**config.mk**
```make
export PLATFORM = sky130hd
export DESIGN_NAME = slot_arb
export DESIGN_NICKNAME = d
export VERILOG_FILES = /design/src/rtl/slot_arb_pkg.sv /design/src/rtl/slot_len_reg.sv /design/src/rtl/slot_timer.sv /design/src/rtl/rr_pick.sv /design/src/rtl/slot_arb.sv
export SDC_FILE = /design/constraint.sdc
export NUM_CORES = 1
export LEC_CHECK = 0
export ABC_AREA = 1
export CORE_AREA = 2 2 70 86
export CTS_BUF_LIST = sky130_fd_sc_hd__clkbuf_4 sky130_fd_sc_hd__clkbuf_8
export CTS_CLUSTER_SIZE = 25
export DETAILED_ROUTE_END_ITERATION = 10
export DIE_AREA = 0 0 72 88
export GPL_TIMING_DRIVEN = 0
export PLACE_DENSITY_LB_ADDON = 0.08
export SETUP_SLACK_MARGIN = 0.5
export SLEW_MARGIN = 0
export SYNTH_ARGS = -nofsm -noshare
export SYNTH_HDL_FRONTEND = slang
export SYNTH_SLANG_ARGS = --single-unit
```
**constraint.sdc**
```tcl
create_clock -name clk -period 1.8 [get_ports clk]
set_input_delay 0.36 -clock clk [delete_from_list [all_inputs] [get_ports clk]]
set_output_delay 0.36 -clock clk [all_outputs]
set_load 0.02 [all_outputs]
```
**src/rtl/slot_arb_pkg.sv**
```systemverilog
package slot_arb_pkg;
  localparam int SLOT_W = 16;
  localparam logic [SLOT_W-1:0] SLOT_MAX = {{(SLOT_W-1){1'b1}}, 1'b0};

  typedef enum logic [1:0] {
    OWN_NONE = 2'd0,
    OWN_STOR = 2'd1,
    OWN_OTH  = 2'd2
  } owner_e;

  // Highest legal slot value is all-ones minus one; the all-ones code maps there.
  function automatic logic [SLOT_W-1:0] clamp_slot(input logic [SLOT_W-1:0] v);
    return (v == {SLOT_W{1'b1}}) ? SLOT_MAX : v;
  endfunction

  // Slot is over when at most one guaranteed cycle is left (0 behaves as 1).
  function automatic logic slot_over(input logic [SLOT_W-1:0] left);
    return left <= SLOT_W'(1);
  endfunction
endpackage

```
**src/rtl/slot_len_reg.sv**
```systemverilog
module slot_len_reg
  import slot_arb_pkg::*;
#(
  parameter logic [SLOT_W-1:0] RESET_SLOT = SLOT_W'(128)
) (
  input  logic              clk,
  input  logic              rst_n,
  input  logic              wr_en,
  input  logic [SLOT_W-1:0] wr_data,
  output logic [SLOT_W-1:0] value
);
  always_ff @(posedge clk or negedge rst_n) begin
    if (!rst_n) value <= RESET_SLOT;
    else if (wr_en) value <= clamp_slot(wr_data);
  end
endmodule

```
**src/rtl/slot_timer.sv**
```systemverilog
module slot_timer
  import slot_arb_pkg::*;
(
  input  logic              clk,
  input  logic              rst_n,
  input  logic              load,
  input  logic [SLOT_W-1:0] load_val,
  input  logic              run,
  output logic              expired
);
  logic [SLOT_W-1:0] left;

  always_ff @(posedge clk or negedge rst_n) begin
    if (!rst_n) left <= '0;
    else if (load) left <= load_val;
    else if (run && left != '0) left <= left - SLOT_W'(1);
  end

  assign expired = slot_over(left);
endmodule

```
**src/rtl/rr_pick.sv**
```systemverilog
module rr_pick #(
  parameter int N     = 3,
  parameter int IDX_W = (N > 1) ? $clog2(N) : 1
) (
  input  logic [N-1:0]     req,
  input  logic [IDX_W-1:0] last_idx,
  output logic             any,
  output logic [IDX_W-1:0] pick_idx
);
  // Walk offsets from farthest to nearest so the nearest requester after last wins.
  always_comb begin
    any      = 1'b0;
    pick_idx = '0;
    for (int k = N; k >= 1; k--) begin
      int idx;
      idx = (int'(last_idx) + k) % N;
      if (req[idx]) begin
        any      = 1'b1;
        pick_idx = IDX_W'(idx);
      end
    end
  end
endmodule

```
**src/rtl/slot_arb.sv**
```systemverilog
module slot_arb
  import slot_arb_pkg::*;
#(
  parameter int                N_OTHER    = 3,
  parameter logic [SLOT_W-1:0] RESET_SLOT = SLOT_W'(128),
  localparam int               IDX_W      = (N_OTHER > 1) ? $clog2(N_OTHER) : 1
) (
  input  logic               clk,
  input  logic               rst_n,
  input  logic               slot_wr_en,
  input  logic [SLOT_W-1:0]  slot_wr_data,
  output logic [SLOT_W-1:0]  slot_len,
  input  logic               stor_req,
  output logic               stor_gnt,
  input  logic [N_OTHER-1:0] oth_req,
  output logic [N_OTHER-1:0] oth_gnt
);
  owner_e           owner;
  logic [IDX_W-1:0] cur_oth;
  logic [IDX_W-1:0] last_oth;
  logic             last_was_stor;

  // Named internal events.
  logic             any_oth;
  logic [IDX_W-1:0] pick_idx;
  logic             slot_expired;
  logic             pick_stor;
  logic             enter_stor;
  logic             enter_oth;
  logic             stor_release;
  logic             preempt;
  logic             oth_release;

  slot_len_reg #(.RESET_SLOT(RESET_SLOT)) u_reg (
    .clk     (clk),
    .rst_n   (rst_n),
    .wr_en   (slot_wr_en),
    .wr_data (slot_wr_data),
    .value   (slot_len)
  );

  rr_pick #(.N(N_OTHER), .IDX_W(IDX_W)) u_rr (
    .req      (oth_req),
    .last_idx (last_oth),
    .any      (any_oth),
    .pick_idx (pick_idx)
  );

  slot_timer u_timer (
    .clk      (clk),
    .rst_n    (rst_n),
    .load     (enter_stor),
    .load_val (slot_len),
    .run      (owner == OWN_STOR),
    .expired  (slot_expired)
  );

  assign pick_stor    = stor_req && !(last_was_stor && any_oth);
  assign enter_stor   = (owner == OWN_NONE) && pick_stor;
  assign enter_oth    = (owner == OWN_NONE) && !pick_stor && any_oth;
  assign stor_release = (owner == OWN_STOR) && !stor_req;
  assign preempt      = (owner == OWN_STOR) && stor_req && slot_expired && any_oth;
  assign oth_release  = (owner == OWN_OTH) && !oth_req[cur_oth];

  always_ff @(posedge clk or negedge rst_n) begin
    if (!rst_n) begin
      owner         <= OWN_NONE;
      cur_oth       <= '0;
      last_oth      <= IDX_W'(N_OTHER - 1);
      last_was_stor <= 1'b0;
    end else begin
      unique case (owner)
        OWN_NONE: begin
          if (enter_stor) begin
            owner         <= OWN_STOR;
            last_was_stor <= 1'b1;
          end else if (enter_oth) begin
            owner         <= OWN_OTH;
            cur_oth       <= pick_idx;
            last_oth      <= pick_idx;
            last_was_stor <= 1'b0;
          end
        end
        OWN_STOR: if (stor_release || preempt) owner <= OWN_NONE;
        OWN_OTH:  if (oth_release) owner <= OWN_NONE;
        default:  owner <= OWN_NONE;
      endcase
    end
  end

  assign stor_gnt = (owner == OWN_STOR);

  always_comb begin
    oth_gnt = '0;
    if (owner == OWN_OTH) oth_gnt[cur_oth] = 1'b1;
  end
endmodule

```
; Word-level counts from Yosys, hierarchy flattened
; Cells that the tools add are included.
[classes]
addsub = 4
div = 3
order_cmp = 6
n_eq_ne = 6
n_mux = 30
bitwise = 1
n_reduce_logical = 24
[op_table]
columns = operator, count
row1 = < comparator 32 x 4 -> 1 bit (second input constant), 3
row2 = remainder unit 32 x 3 -> 32 bit (second input constant), 3
row3 = two-way mux 16 bit, 3
row4 = equality test 16 bit (second input constant), 1
row5 = less-or-equal comparator 16 x 1 -> 1 bit (second input constant), 1
row6 = nonzero test 16 bit, 1
row7 = subtractor 16 x 1 -> 16 bit (second input constant), 1
row8 = two-way mux 2 bit, 7
row9 = two-way mux 1 bit, 13
row10 = logical AND 1 bit, 12
row11 = binary-select mux 1 bit (select 2 bit), 4
row12 = adder 2 x 2 -> 3 bit (second input constant), 2
row13 = case mux 2 bit (3 select lines), 1
row14 = AND reduction 3 bit, 2
row15 = zero test 1 bit, 4
row16 = inequality test 2 bit (second input constant), 2
row17 = nonzero test 2 bit, 2
row18 = adder 2 x 1 -> 3 bit (second input constant), 1
row19 = < comparator 2 x 3 -> 1 bit (second input constant), 1
row20 = two-way mux 3 bit, 1
row21 = inequality test 3 bit (second input constant), 1
row22 = demux 1 bit (select 2 bit), 1
row23 = equality test 2 x 1 -> 1 bit (second input constant), 1
row24 = equality test 2 bit (second input constant), 1
row25 = other kinds (5), 5
[totals]
reg_bits = 39
input_bits = 23
out_inout_bits = 20
elab_cells = 80

; Depth between registers and ports, before layout
; Gate-level depths: netlist of run 1.
[depth]
ltp_word = 17
ltp_mapped = 12
mapped_depth_nobuf = 12

; By module
; A second synthesis of run 1 with hierarchy kept.
[hier_totals]
cells_unflattened = 342
area_unflattened_um2 = 2513.7
[by_module_without_submodules]
columns = module, instances, cells_per_inst, area_each_um2, seq_area_each_um2
row1 = slot_timer, 1, 176, 1273.7, 400.4
row2 = slot_len_reg, 1, 84, 706.9, 401.6
row3 = slot_arb, 1, 42, 324.1, 151.4
row4 = rr_pick, 1, 40, 209.0, 0.0

; Worst setup path after synthesis of run 1
; Ideal clock, no wire load.
[synth_path]
path_type = reg2reg
startpoint = register, netlist name cur_oth[0]
endpoint = register u_timer.left[0]
setup_ns = 0.116
arrival_time_ns = 1.715
t_required_ns = 1.684
setup_slack_ns = -0.031
path_stages_with_launch = 13
path_buffers = 1
synth_period_minus_slack_ns = 1.831
cell_sequence = dfrtp_1 inv_1 ha_1 inv_2 nand2_1 nand2_1 a21oi_2 nand3_2 nand2_4 nand3_4 buf_6 o21ai_2 inv_1
[synth_lines]
columns = element, line_no
row1 = to (signal assigned), slot_timer.sv:15  ; else if (load) left <= load_val;
row2 = to (signal assigned), slot_timer.sv:16  ; else if (run && left != '0) left <= left - SLOT_W'(1);
row3 = to (decl), slot_timer.sv:11  ; logic [SLOT_W-1:0] left;

; Worst setup path in the final report of run 1
[layout_path]
startpoint = register last_oth[1]
endpoint = register owner[1]
[layout_between]
elab_chain_len = 16
word_cells_on_any_way = 32
classes_between = add/sub (3) / div (3) / eq/ne (2) / mux (14) / reduce/logical (10)
[layout_rtl]
columns = element, line_no
row1 = from (decl), slot_arb.sv:20  ; logic [IDX_W-1:0] last_oth;
row2 = from (signal assigned), slot_arb.sv:69  ; last_oth <= IDX_W'(N_OTHER - 1);
row3 = from (signal assigned), slot_arb.sv:80  ; last_oth <= pick_idx;
row4 = adder 2 x 2 -> 3 bit, rr_pick.sv:16  ; idx = (int'(last_idx) + k) % N;
row5 = remainder unit 32 x 3 -> 32 bit, rr_pick.sv:16
row6 = binary-select mux 1 bit (select 2 bit), rr_pick.sv:17  ; if (req[idx]) begin
row7 = two-way mux 1 bit (not written as such) (2 in series), rr_pick.sv:17
row8 = two-way mux 1 bit (2 in series), rr_pick.sv:17
row9 = two-way mux 1 bit (*), rr_pick.sv:17
row10 = logical AND 1 bit, slot_arb.sv:58  ; assign pick_stor = stor_req && !(last_was_stor && any_oth);
row11 = zero test 1 bit, slot_arb.sv:58
row12 = logical AND 1 bit, slot_arb.sv:58
row13 = zero test 1 bit, slot_arb.sv:60  ; assign enter_oth = (owner == OWN_NONE) && !pick_stor && any_oth;
row14 = logical AND 1 bit (2 in series), slot_arb.sv:60
row15 = inequality test 3 bit (no source line), n/a
row16 = AND reduction 3 bit (no source line), n/a
row17 = to (signal assigned), slot_arb.sv:67  ; owner <= OWN_NONE;
row18 = to (signal assigned), slot_arb.sv:75  ; owner <= OWN_STOR;
row19 = to (signal assigned), slot_arb.sv:78  ; owner <= OWN_OTH;
row20 = to (decl), slot_arb.sv:18  ; owner_e owner;
; Every way passes the cells marked *; elsewhere a longest branch is shown, timed or not. The select of a mux whose other input is x is not followed.
; A chain may end at the register's enable or synchronous reset.

==> results.txt, run 1 <==
The top flip-flop cell by instance count after synthesis is sky130_fd_sc_hd__dfrtp_1. The final max-slew violation count came out at 0. The first detailed-routing pass ran for 4 iterations. Setup repair after global routing could not meet its margin everywhere. Dividing the synthesized area by the synthesized cell count gives 8.07 um2. The highest achievable clock rate came out at 0.513 GHz. In this run the tool buffered the top-level ports with 40 buffer cells.

The sum of overflow across all layers after global routing is 0. The fraction of synthesis flops using an asynchronous set or reset pin is 1.00. The class of the tightest hold or removal check is in -> async. The worst setup skew after layout came out at 0.0117 ns. Counting the buffers created by CTS gives 5.

The max-capacitance violation count is 0. In the layout the commonest cells are sky130_fd_sc_hd__nand3_1, sky130_fd_sc_hd__nand2_1, sky130_fd_sc_hd__dfrtp_1, sky130_fd_sc_hd__nor2_1, sky130_fd_sc_hd__inv_1. The HPWL after detailed placement is 4170 um.

The relative slew slack is 0.423. The library cell occupying the most area in the post-synthesis netlist is sky130_fd_sc_hd__dfrtp_1. Along the worst path, the maximum fanout reaches 6. The core area is 0.00552 mm2.

Setup violations remaining at the end of the flow were counted as 21. The maximum VDD drop is 0.594 mV. After technology mapping, the gate count stands at 280. The final reports fail on setup timing. The number of failing hold endpoints at the final stage was 0. The required time at the endpoint of the critical path is 1.96 ns. The global-route wire length before repair came out at 10000 um. Summing over every cut layer, the via total after detailed routing is 2,090. The initial antenna violation count is 0. The worst-case clock buffer depth came out at 2.

The filler cell count came out at 534. The die is 88 um tall. The critical path in this run is classified as reg -> reg. For this configuration, the core starts out at a cell density of 0.409. For this run, design rule violations remaining after detail routing come to 0.

The via count of the first global-routing pass came to 2,153. The via density per instance is 5.17. The count of cell types in the netlist is 33.

The I/O pin count is 43. The minimum clock period is 1.95 ns. The worst register-to-register path begins at last_oth[1]$_DFFE_PN1P_. The cell sitting at the root of the clock tree is a sky130_fd_sc_hd__clkbuf_8. The total die area is 0.00634 mm2. After routing the design area is 0.00305 mm2. The source-to-sink clock delay at the later pin of the worst-skew pair is 0.29 ns. The violation count after the first detailed-routing iteration came out at 105. The maximum level of the CTS H-tree is 2. The critical path launch point type is a flop. The critical path capture point type is a flop. Of the synthesized area, sequential elements account for 0.422. The routed design has 5760 um of wire. Of the available clock period, the critical path in the final layout requires 1.08. The run finished, with violations left.

The layout-stage area growth over the synthesis result is 35.1%. The leakage dissipation is 1.44 nW. The die is 72 um wide. The clock input transition at the sequential cells of the worst setup and hold paths came out at 0.08 ns. By area the synthesized netlist is led by sky130_fd_sc_hd__dfrtp_1, sky130_fd_sc_hd__nand3_1, sky130_fd_sc_hd__nand2_1. The most critical setup path has its startpoint at last_oth[1]$_DFFE_PN1P_.

Entering global routing, the biggest net connects 39 pins. The TritonCTS clock tree is done. The number of antenna-violating nets in the routed design is 0.

Leaving out fill and tap cells, the most frequent cell in the layout is sky130_fd_sc_hd__nand3_1. The area of the mapped netlist is 0.00226 mm2. The minimum setup slack in the final design is -0.148 ns.

During synthesis, Yosys emitted a total of 0 warnings. The final-stage net count is 367. Routability-driven placement finished with a final weighted congestion of 0.935. The total power consumption of the routed design is 4.77 mW. The share of the core filled with cells is 0.553. For the pin with the worst max-slew slack, the measured transition is 0.865 ns. The routed length per placed instance is 14.3 um. The placed instances occupy a cell area of 0.00276 mm2. The number of sinks driven by the clock tree is 38. The count of hold-fix buffers inserted at cts is 0. The diode insertion count for antenna repair is 0. The number of enable flip-flop cells after synthesis is 0. The area share of the leading cell type in the synthesized netlist came out at 0.399. The number of standard-cell rows in the floorplan is 30. On the final layout, the worst hold slack is 0.178 ns. Data on the critical path arrives at its endpoint at 2.11 ns. The global routing usage summed across all routing layers is 0.201.

The areal power density over the cells is 1560 mW/mm2. When the netlist entered floorplanning its net count stood at 308. The synthesized flop and latch total is 38. Of the cells placed in the final design, the portion with a size suffix greater than 1 is 0.303.
## layer usage
metal	up-vias	share of wire	global-route usage
met2	39	0.51	0.370
met3	5	0.033	0.0334
met1	984	0.45	0.244
met4	0	0.0090	0.0497
li1	1062	-	-
met5	-	0	0
## through the flow
| stage | TNS [ns] | cells | setup WS [ns] |
|---|---|---|---|
| finish | -2.26 | 404 | -0.148 |
| global route | -4.76 | 404 | -0.261 |
| CTS | -2.26 | 399 | -0.136 |
| detailed placement | -5.03 | 384 | -0.263 |
| floorplan | 0 | 280 | 0.0441 |
| global placement | -26.87 | 384 | -0.619 |
## worst max-delay path: stages (launching register included)
cell and delay (ns):
sky130_fd_sc_hd__dfstp_2 0.62, sky130_fd_sc_hd__ha_4 0.25, sky130_fd_sc_hd__nand2_2 0.07, sky130_fd_sc_hd__nand2_2 0.06
sky130_fd_sc_hd__a21oi_2 0.16, sky130_fd_sc_hd__nand3_2 0.14, sky130_fd_sc_hd__nand2_4 0.12, sky130_fd_sc_hd__buf_6 0.11
sky130_fd_sc_hd__nand2_4 0.05, sky130_fd_sc_hd__nand2_4 0.13, sky130_fd_sc_hd__nand4_1 0.13
## synth_stat cells, types with 2 or more instances
library cell,number
sky130_fd_sc_hd__nand2_1,52
sky130_fd_sc_hd__nand3_1,46
sky130_fd_sc_hd__dfrtp_1,36
sky130_fd_sc_hd__inv_1,27
sky130_fd_sc_hd__nor2_1,26
sky130_fd_sc_hd__nand4_1,19
sky130_fd_sc_hd__mux2_2,12
sky130_fd_sc_hd__o21ai_0,9
sky130_fd_sc_hd__xor2_1,6
sky130_fd_sc_hd__a21oi_1,5
sky130_fd_sc_hd__clkbuf_1,5
sky130_fd_sc_hd__ha_1,5
sky130_fd_sc_hd__nor3_1,4
sky130_fd_sc_hd__inv_2,3
sky130_fd_sc_hd__buf_2,2
sky130_fd_sc_hd__buf_6,2
sky130_fd_sc_hd__dfstp_2,2
sky130_fd_sc_hd__nand2_2,2
sky130_fd_sc_hd__o21ai_2,2
sky130_fd_sc_hd__xnor2_1,2
## final timing paths
check,endpoint,slack (ns),depth (start not counted)
max,owner[1]$_DFFE_PN0P_,-0.15,10
min,u_timer.left[14]$_DFFE_PN0P_,0.18,1
max reg2reg,owner[1]$_DFFE_PN0P_,-0.15,10
min reg2reg,u_timer.left[15]$_DFFE_PN0P_,0.51,2
max in group asynchronous,cur_oth[0]$_DFFE_PN0P_,1.03,1
min in group clk,u_reg.value[4]$_DFFE_PN0P_,0.33,3
## layout make-up
cell class | instances | area (um2) | area share
multi-input combinational | 202 | 1280 | 0.420
sequential | 38 | 955 | 0.313
timing repair buffer | 52 | 437 | 0.143
inverter | 30 | 118 | 0.0386
clock buffer | 7 | 90.1 | 0.0295
tap | 64 | 80.1 | 0.0263
buffer | 10 | 58.8 | 0.0193
clock inverter | 1 | 30.0 | 0.00984
## state kept, by name (all words and copies together) (netlist names)
signal / flops
owner: 2
last_oth: 1
u_timer.left: 16
u_reg.value: 16
last_was_stor: 1
cur_oth: 2
## logic make-up after synthesis
logic type                 after synthesis  share of synthesized area
AOI/OAI and AO/OA                       21                     0.0560
xor gates and xnor gates                 8                     0.0310
adders and majority gates                5                     0.0277
buffers and inverters                   40                     0.0759
DFF                                     38                      0.422
muxes                                   12                     0.0598
and+or+nand+nor                        156                      0.327
## repair_timing
item | CTS | global route
pin swaps | 2 | 8
gates resized for setup | 104 | 36
endpoints found under the setup margin | 43 | 29
buffers inserted | 7 | 5
## where the power goes
group	total (mW)	internal (mW)	switching [mW]
Sequential	1.40	1.14	0.259
Combinational	2.60	1.08	1.52
Clock	0.773	0.467	0.305
Power figures use the tool's default switching activity.
==> inputs of run 2 (changes only) <==
ABC_AREA = unset   (was 1)
CORE_AREA = 2 2 70 85   (was 2 2 70 86)
DIE_AREA = 0 0 72 87   (was 0 0 72 88)
GPL_ROUTABILITY_DRIVEN = 0   (was unset)
SKIP_LAST_GASP = 1   (was unset)
==> run 2 against run 1 <==
  * Final cell count fell by 11%
  * Largest power group unchanged
  * Clock power fell by 20%
  * Power rose by 7.8%
  * Highest routed layer unchanged
  * Clock-buffer cell count did not move
  * The flow still finishes with violations (setup timing)
  * Sequential share of layout area fell by 1.9 points
  * Maximum frequency fell by 15%
  * Routed wire length rose by 12%
  * Largest cell class unchanged
==> results.txt, run 2 <==
The required time at the endpoint of the critical path is 1.97 ns (was 1.96 ns). The horizontal die dimension came out at 72 um (unchanged). The number of standard-cell rows in the floorplan came out at 30 (unchanged). The detailed-route via count was 2,098 (was 2,090). The sequential area share after synthesis is 0.428 (was 0.422). The areal power density over the cells is 1580 mW/mm2 (was 1560 mW/mm2).

The final max-slew violation count is 0 (unchanged). The most used standard cell by instance count after synthesis was sky130_fd_sc_hd__dfrtp_1 (was sky130_fd_sc_hd__nand2_1). The first-pass iteration count of the detailed router came out at 4 (unchanged). The fraction of layout instances using a drive strength above 1 is 0.447 (was 0.303). The violation count after the first detailed-routing iteration is 122 (was 105). Setup repair after global routing missed its margin: yes (unchanged).

The area share of the leading cell type in the synthesized netlist is 0.404 (was 0.399). The relative slew slack is 0.415 (was 0.423). The number of sinks driven by the clock tree is 38 (unchanged). The sum of overflow across all layers after global routing was 0 (unchanged). The area taken by flip-flops and latches came to 957 um2 (was 955 um2).

The master of the slowest instance on the critical path was sky130_fd_sc_hd__dfstp_2 (unchanged). The combined buffer and inverter count along the critical path was 3 (was 1). The max-capacitance violation count came out at 0 (unchanged).

The sum of negative setup slack is -9.19 ns (was -2.26 ns). The maximum VDD drop is 1.00 mV (was 0.594 mV). Violations in the final reports: setup timing (unchanged). The total area of multi-input combinational cells came to 0.00138 mm2 (was 0.00128 mm2).

The minimum clock period came to 2.30 ns (was 1.95 ns). The critical path data arrival time was 2.47 ns (was 2.11 ns). The number of buffers added on ports came out at 41 (was 40). The highest achievable clock rate is 0.435 GHz (was 0.513 GHz). The instance count on the critical path came out at 9 (was 10). The vertical die dimension came out at 87 um (was 88 um). Largest registers: u_reg.value: 16 flops, u_timer.left: 16 flops (unchanged). The worst-case clock buffer depth came to 2 (unchanged). The transition time at the pin with the least slew margin is 0.878 ns (was 0.865 ns). The half-perimeter wire length after placement is 4090 um (was 4170 um). The post-place instance area is 0.00274 mm2 (was 0.00276 mm2). The number of warnings printed during yosys synthesis came out at 0 (unchanged).

Highest-count cells in the layout ignoring fill and taps: sky130_fd_sc_hd__dfrtp_1, sky130_fd_sc_hd__buf_4, sky130_fd_sc_hd__buf_6, sky130_fd_sc_hd__buf_2 (was sky130_fd_sc_hd__nand3_1, sky130_fd_sc_hd__nand2_1, sky130_fd_sc_hd__dfrtp_1, sky130_fd_sc_hd__nor2_1, sky130_fd_sc_hd__inv_1). The initial antenna violation count is 0 (unchanged). The mean cell area of the mapped netlist is 10.7 um2 (was 8.07 um2). The leading cell type in the layout, fill and taps excluded is sky130_fd_sc_hd__dfrtp_1 (was sky130_fd_sc_hd__nand3_1). The depth of the worst register-to-register path came out at 9 (was 10). The layout-stage area growth over the synthesis result came out at 45.9% (was 35.1%). The count of cell types in the netlist was 57 (was 33).

The global-route wire length before repair came out at 9780 um (was 10000 um). The routed length per placed instance came to 17.9 um (was 14.3 um). List of cells traversed by the critical path: inv_2, ha_4, buf_6, or2_4, a21oi_4, o2111a_2, buf_6, nor2_4, a221o_1 (was ha_4, nand2_2, nand2_2, a21oi_2, nand3_2, nand2_4, buf_6, nand2_4, nand2_4, nand4_1).

The leakage dissipation came out at 1.37 nW (was 1.44 nW). The filler cell count is 508 (was 534). The top fanout value on the critical path came out at 6 (unchanged). The worst setup skew after layout is 0.0105 ns (was 0.0117 ns). Commonest cells in the netlist: sky130_fd_sc_hd__dfrtp_1, sky130_fd_sc_hd__mux2_2, sky130_fd_sc_hd__nand2_1 (was sky130_fd_sc_hd__nand2_1, sky130_fd_sc_hd__nand3_1, sky130_fd_sc_hd__dfrtp_1).

The global routing usage summed across all routing layers came out at 0.204 (was 0.201). The count of final setup violators is 22 (was 21). The family with the most delay on the worst path is compound AO/OA/AOI/OAI gates (was simple AND/OR/NAND/NOR gates). The critical path start-end classification is reg -> reg (unchanged).

The maximum level of the CTS H-tree came to 2 (unchanged). The routed wire length is 6430 um (was 5760 um). The core area is 0.00552 mm2 (unchanged). The synthesized flop and latch total is 38 (unchanged). The delay of the slowest critical-path stage came out at 0.58 ns (was 0.62 ns). The synthesized netlist net count came out at 237 (was 308). The final instance area came out at 0.00325 mm2 (was 0.00305 mm2). The I/O pin count is 43 (unchanged). The most common cell type on the critical path is sky130_fd_sc_hd__buf_6 (was sky130_fd_sc_hd__nand2_4). The number of buffers inserted during clock tree synthesis was 5 (unchanged). The via density per instance came to 5.84 (was 5.17). Largest cells by area after synthesis: sky130_fd_sc_hd__dfrtp_1, sky130_fd_sc_hd__mux2_2, sky130_fd_sc_hd__a221o_1 (was sky130_fd_sc_hd__dfrtp_1, sky130_fd_sc_hd__nand3_1, sky130_fd_sc_hd__nand2_1). The source-to-sink clock delay at the later pin of the worst-skew pair came to 0.29 ns (about the same). The minimum setup slack in the final design came out at -0.500 ns (was -0.148 ns). The via count of the first global-routing pass is 1,981 (was 2,153). The cell count after synthesis came out at 209 (was 280).

Status: finished with violations (unchanged). The fraction of synthesis flops using an asynchronous set or reset pin is 1.00 (unchanged). The critical path capture point type is a flop (unchanged). The share of the clock period used by the worst path after layout came out at 1.28 (was 1.08). The clock input transition at the sequential cells of the worst setup and hold paths came to 0.08 ns (about the same). The clock root buffer master is sky130_fd_sc_hd__clkbuf_8 (unchanged). The DRC violations left came out at 0 (unchanged).

The number of antenna-violating nets in the routed design was 0 (unchanged). The area of the mapped netlist came out at 0.00223 mm2 (was 0.00226 mm2). The library cell occupying the most area in the post-synthesis netlist is sky130_fd_sc_hd__dfrtp_1 (unchanged).

The number of failing hold endpoints at the final stage came out at 0 (unchanged). The count of hold-fix buffers inserted at cts is 0 (unchanged). The pin count of the biggest net entering global routing was 39 (unchanged). The number of enable flip-flop cells after synthesis is 0 (unchanged). The class of the tightest hold or removal check is in -> async (unchanged). The final-stage net count was 323 (was 367). The starting utilization of the core area is 0.404 (was 0.409). The top flip-flop cell by instance count after synthesis is sky130_fd_sc_hd__dfrtp_1 (unchanged). The total die area came out at 0.00626 mm2 (was 0.00634 mm2).

The post-placement setup slack was -0.732 ns (was -0.263 ns). The TritonCTS clock tree is done (unchanged). The critical path launch point type was a flop (unchanged). The diode insertion count for antenna repair is 0 (unchanged).
[run 2: changes by cell type after synthesis, moves of 8 or more]
cell | previous run | this run
sky130_fd_sc_hd__a221o_1 | 0 | 8
sky130_fd_sc_hd__inv_1 | 27 | 9
sky130_fd_sc_hd__nor2_1 | 26 | 8
sky130_fd_sc_hd__nand2_1 | 52 | 14
sky130_fd_sc_hd__nand4_1 | 19 | 5
sky130_fd_sc_hd__nand3_1 | 46 | 6
[run 2: cells by family after synthesis]
logic type / after synthesis / share of synthesized area
simple gates: 71 / 0.197
compound gates: 55 / 0.195
flops: 38 / 0.428
mux: 21 / 0.104
buf+inv: 17 / 0.0399
fa+ha+maj: 5 / 0.0281
xor+xnor: 2 / 0.00786
[run 2: worst paths after layout]
| path | slack (ns) | endpoint | from |
|---|---|---|---|
| min in group clk | 0.45 | u_reg.value[3]$_DFFE_PN0P_ | slot_wr_data[3] |
| max | -0.50 | u_timer.left[6]$_DFFE_PN0P_ | last_oth[1]$_DFFE_PN1P_ |
| min | 0.18 | u_timer.left[9]$_DFFE_PN0P_ | rst_n |
| max reg2reg | -0.50 | u_timer.left[6]$_DFFE_PN0P_ | last_oth[1]$_DFFE_PN1P_ |
| max in group asynchronous | 1.00 | owner[1]$_DFFE_PN0P_ | rst_n |
| min reg2reg | 0.54 | u_timer.left[4]$_DFFE_PN0P_ | u_reg.value[4]$_DFFE_PN0P_ |
[run 2: per-stage QoR]
stage | total power, mW | utilization | hold WS (ns) | instances
global route | 5.45 | 0.589 | 0.248 | 359
CTS | 4.54 | 0.544 | 0.212 | 343
floorplan | 2.87 | - | 0.0644 | 209
global placement | 3.42 | 0.498 | 0.518 | 314
finish | 5.14 | 0.589 | 0.182 | 359
detailed placement | 3.44 | 0.497 | 0.531 | 314
[run 2: where the power goes]
part           switching, mW  total, mW  leakage [nW]  internal (mW)
clock                  0.297      0.616        0.0477          0.319
combinational           1.41       3.01         0.874           1.60
sequential             0.367       1.51         0.450           1.14
[run 2: layout make-up]
type | instances | area share
timing repair buffer | 78 | 0.196
tap | 64 | 0.0246
sequential | 38 | 0.294
multi-input combinational | 155 | 0.423
inverter | 10 | 0.0139
buffer | 7 | 0.0204
clock buffer | 7 | 0.0277
[run 2: timing repair]
action                     in CTS  in global routing
gates cloned                    1                  1
setup endpoints to repair      43                 28
pin swaps                      17                 13
setup buffers                  21                 15
resized for setup             130                 33
[run 2: routing by layer]
metal  wire [um]  global-route usage  part of all wire  vias up
met2        3230               0.334              0.50       59
met3         244              0.0370             0.038        6
met4          51              0.0755            0.0079        0
li1            -                   -                 -      987
met1        2900               0.269              0.45     1046
met5           0                   0                 0        -
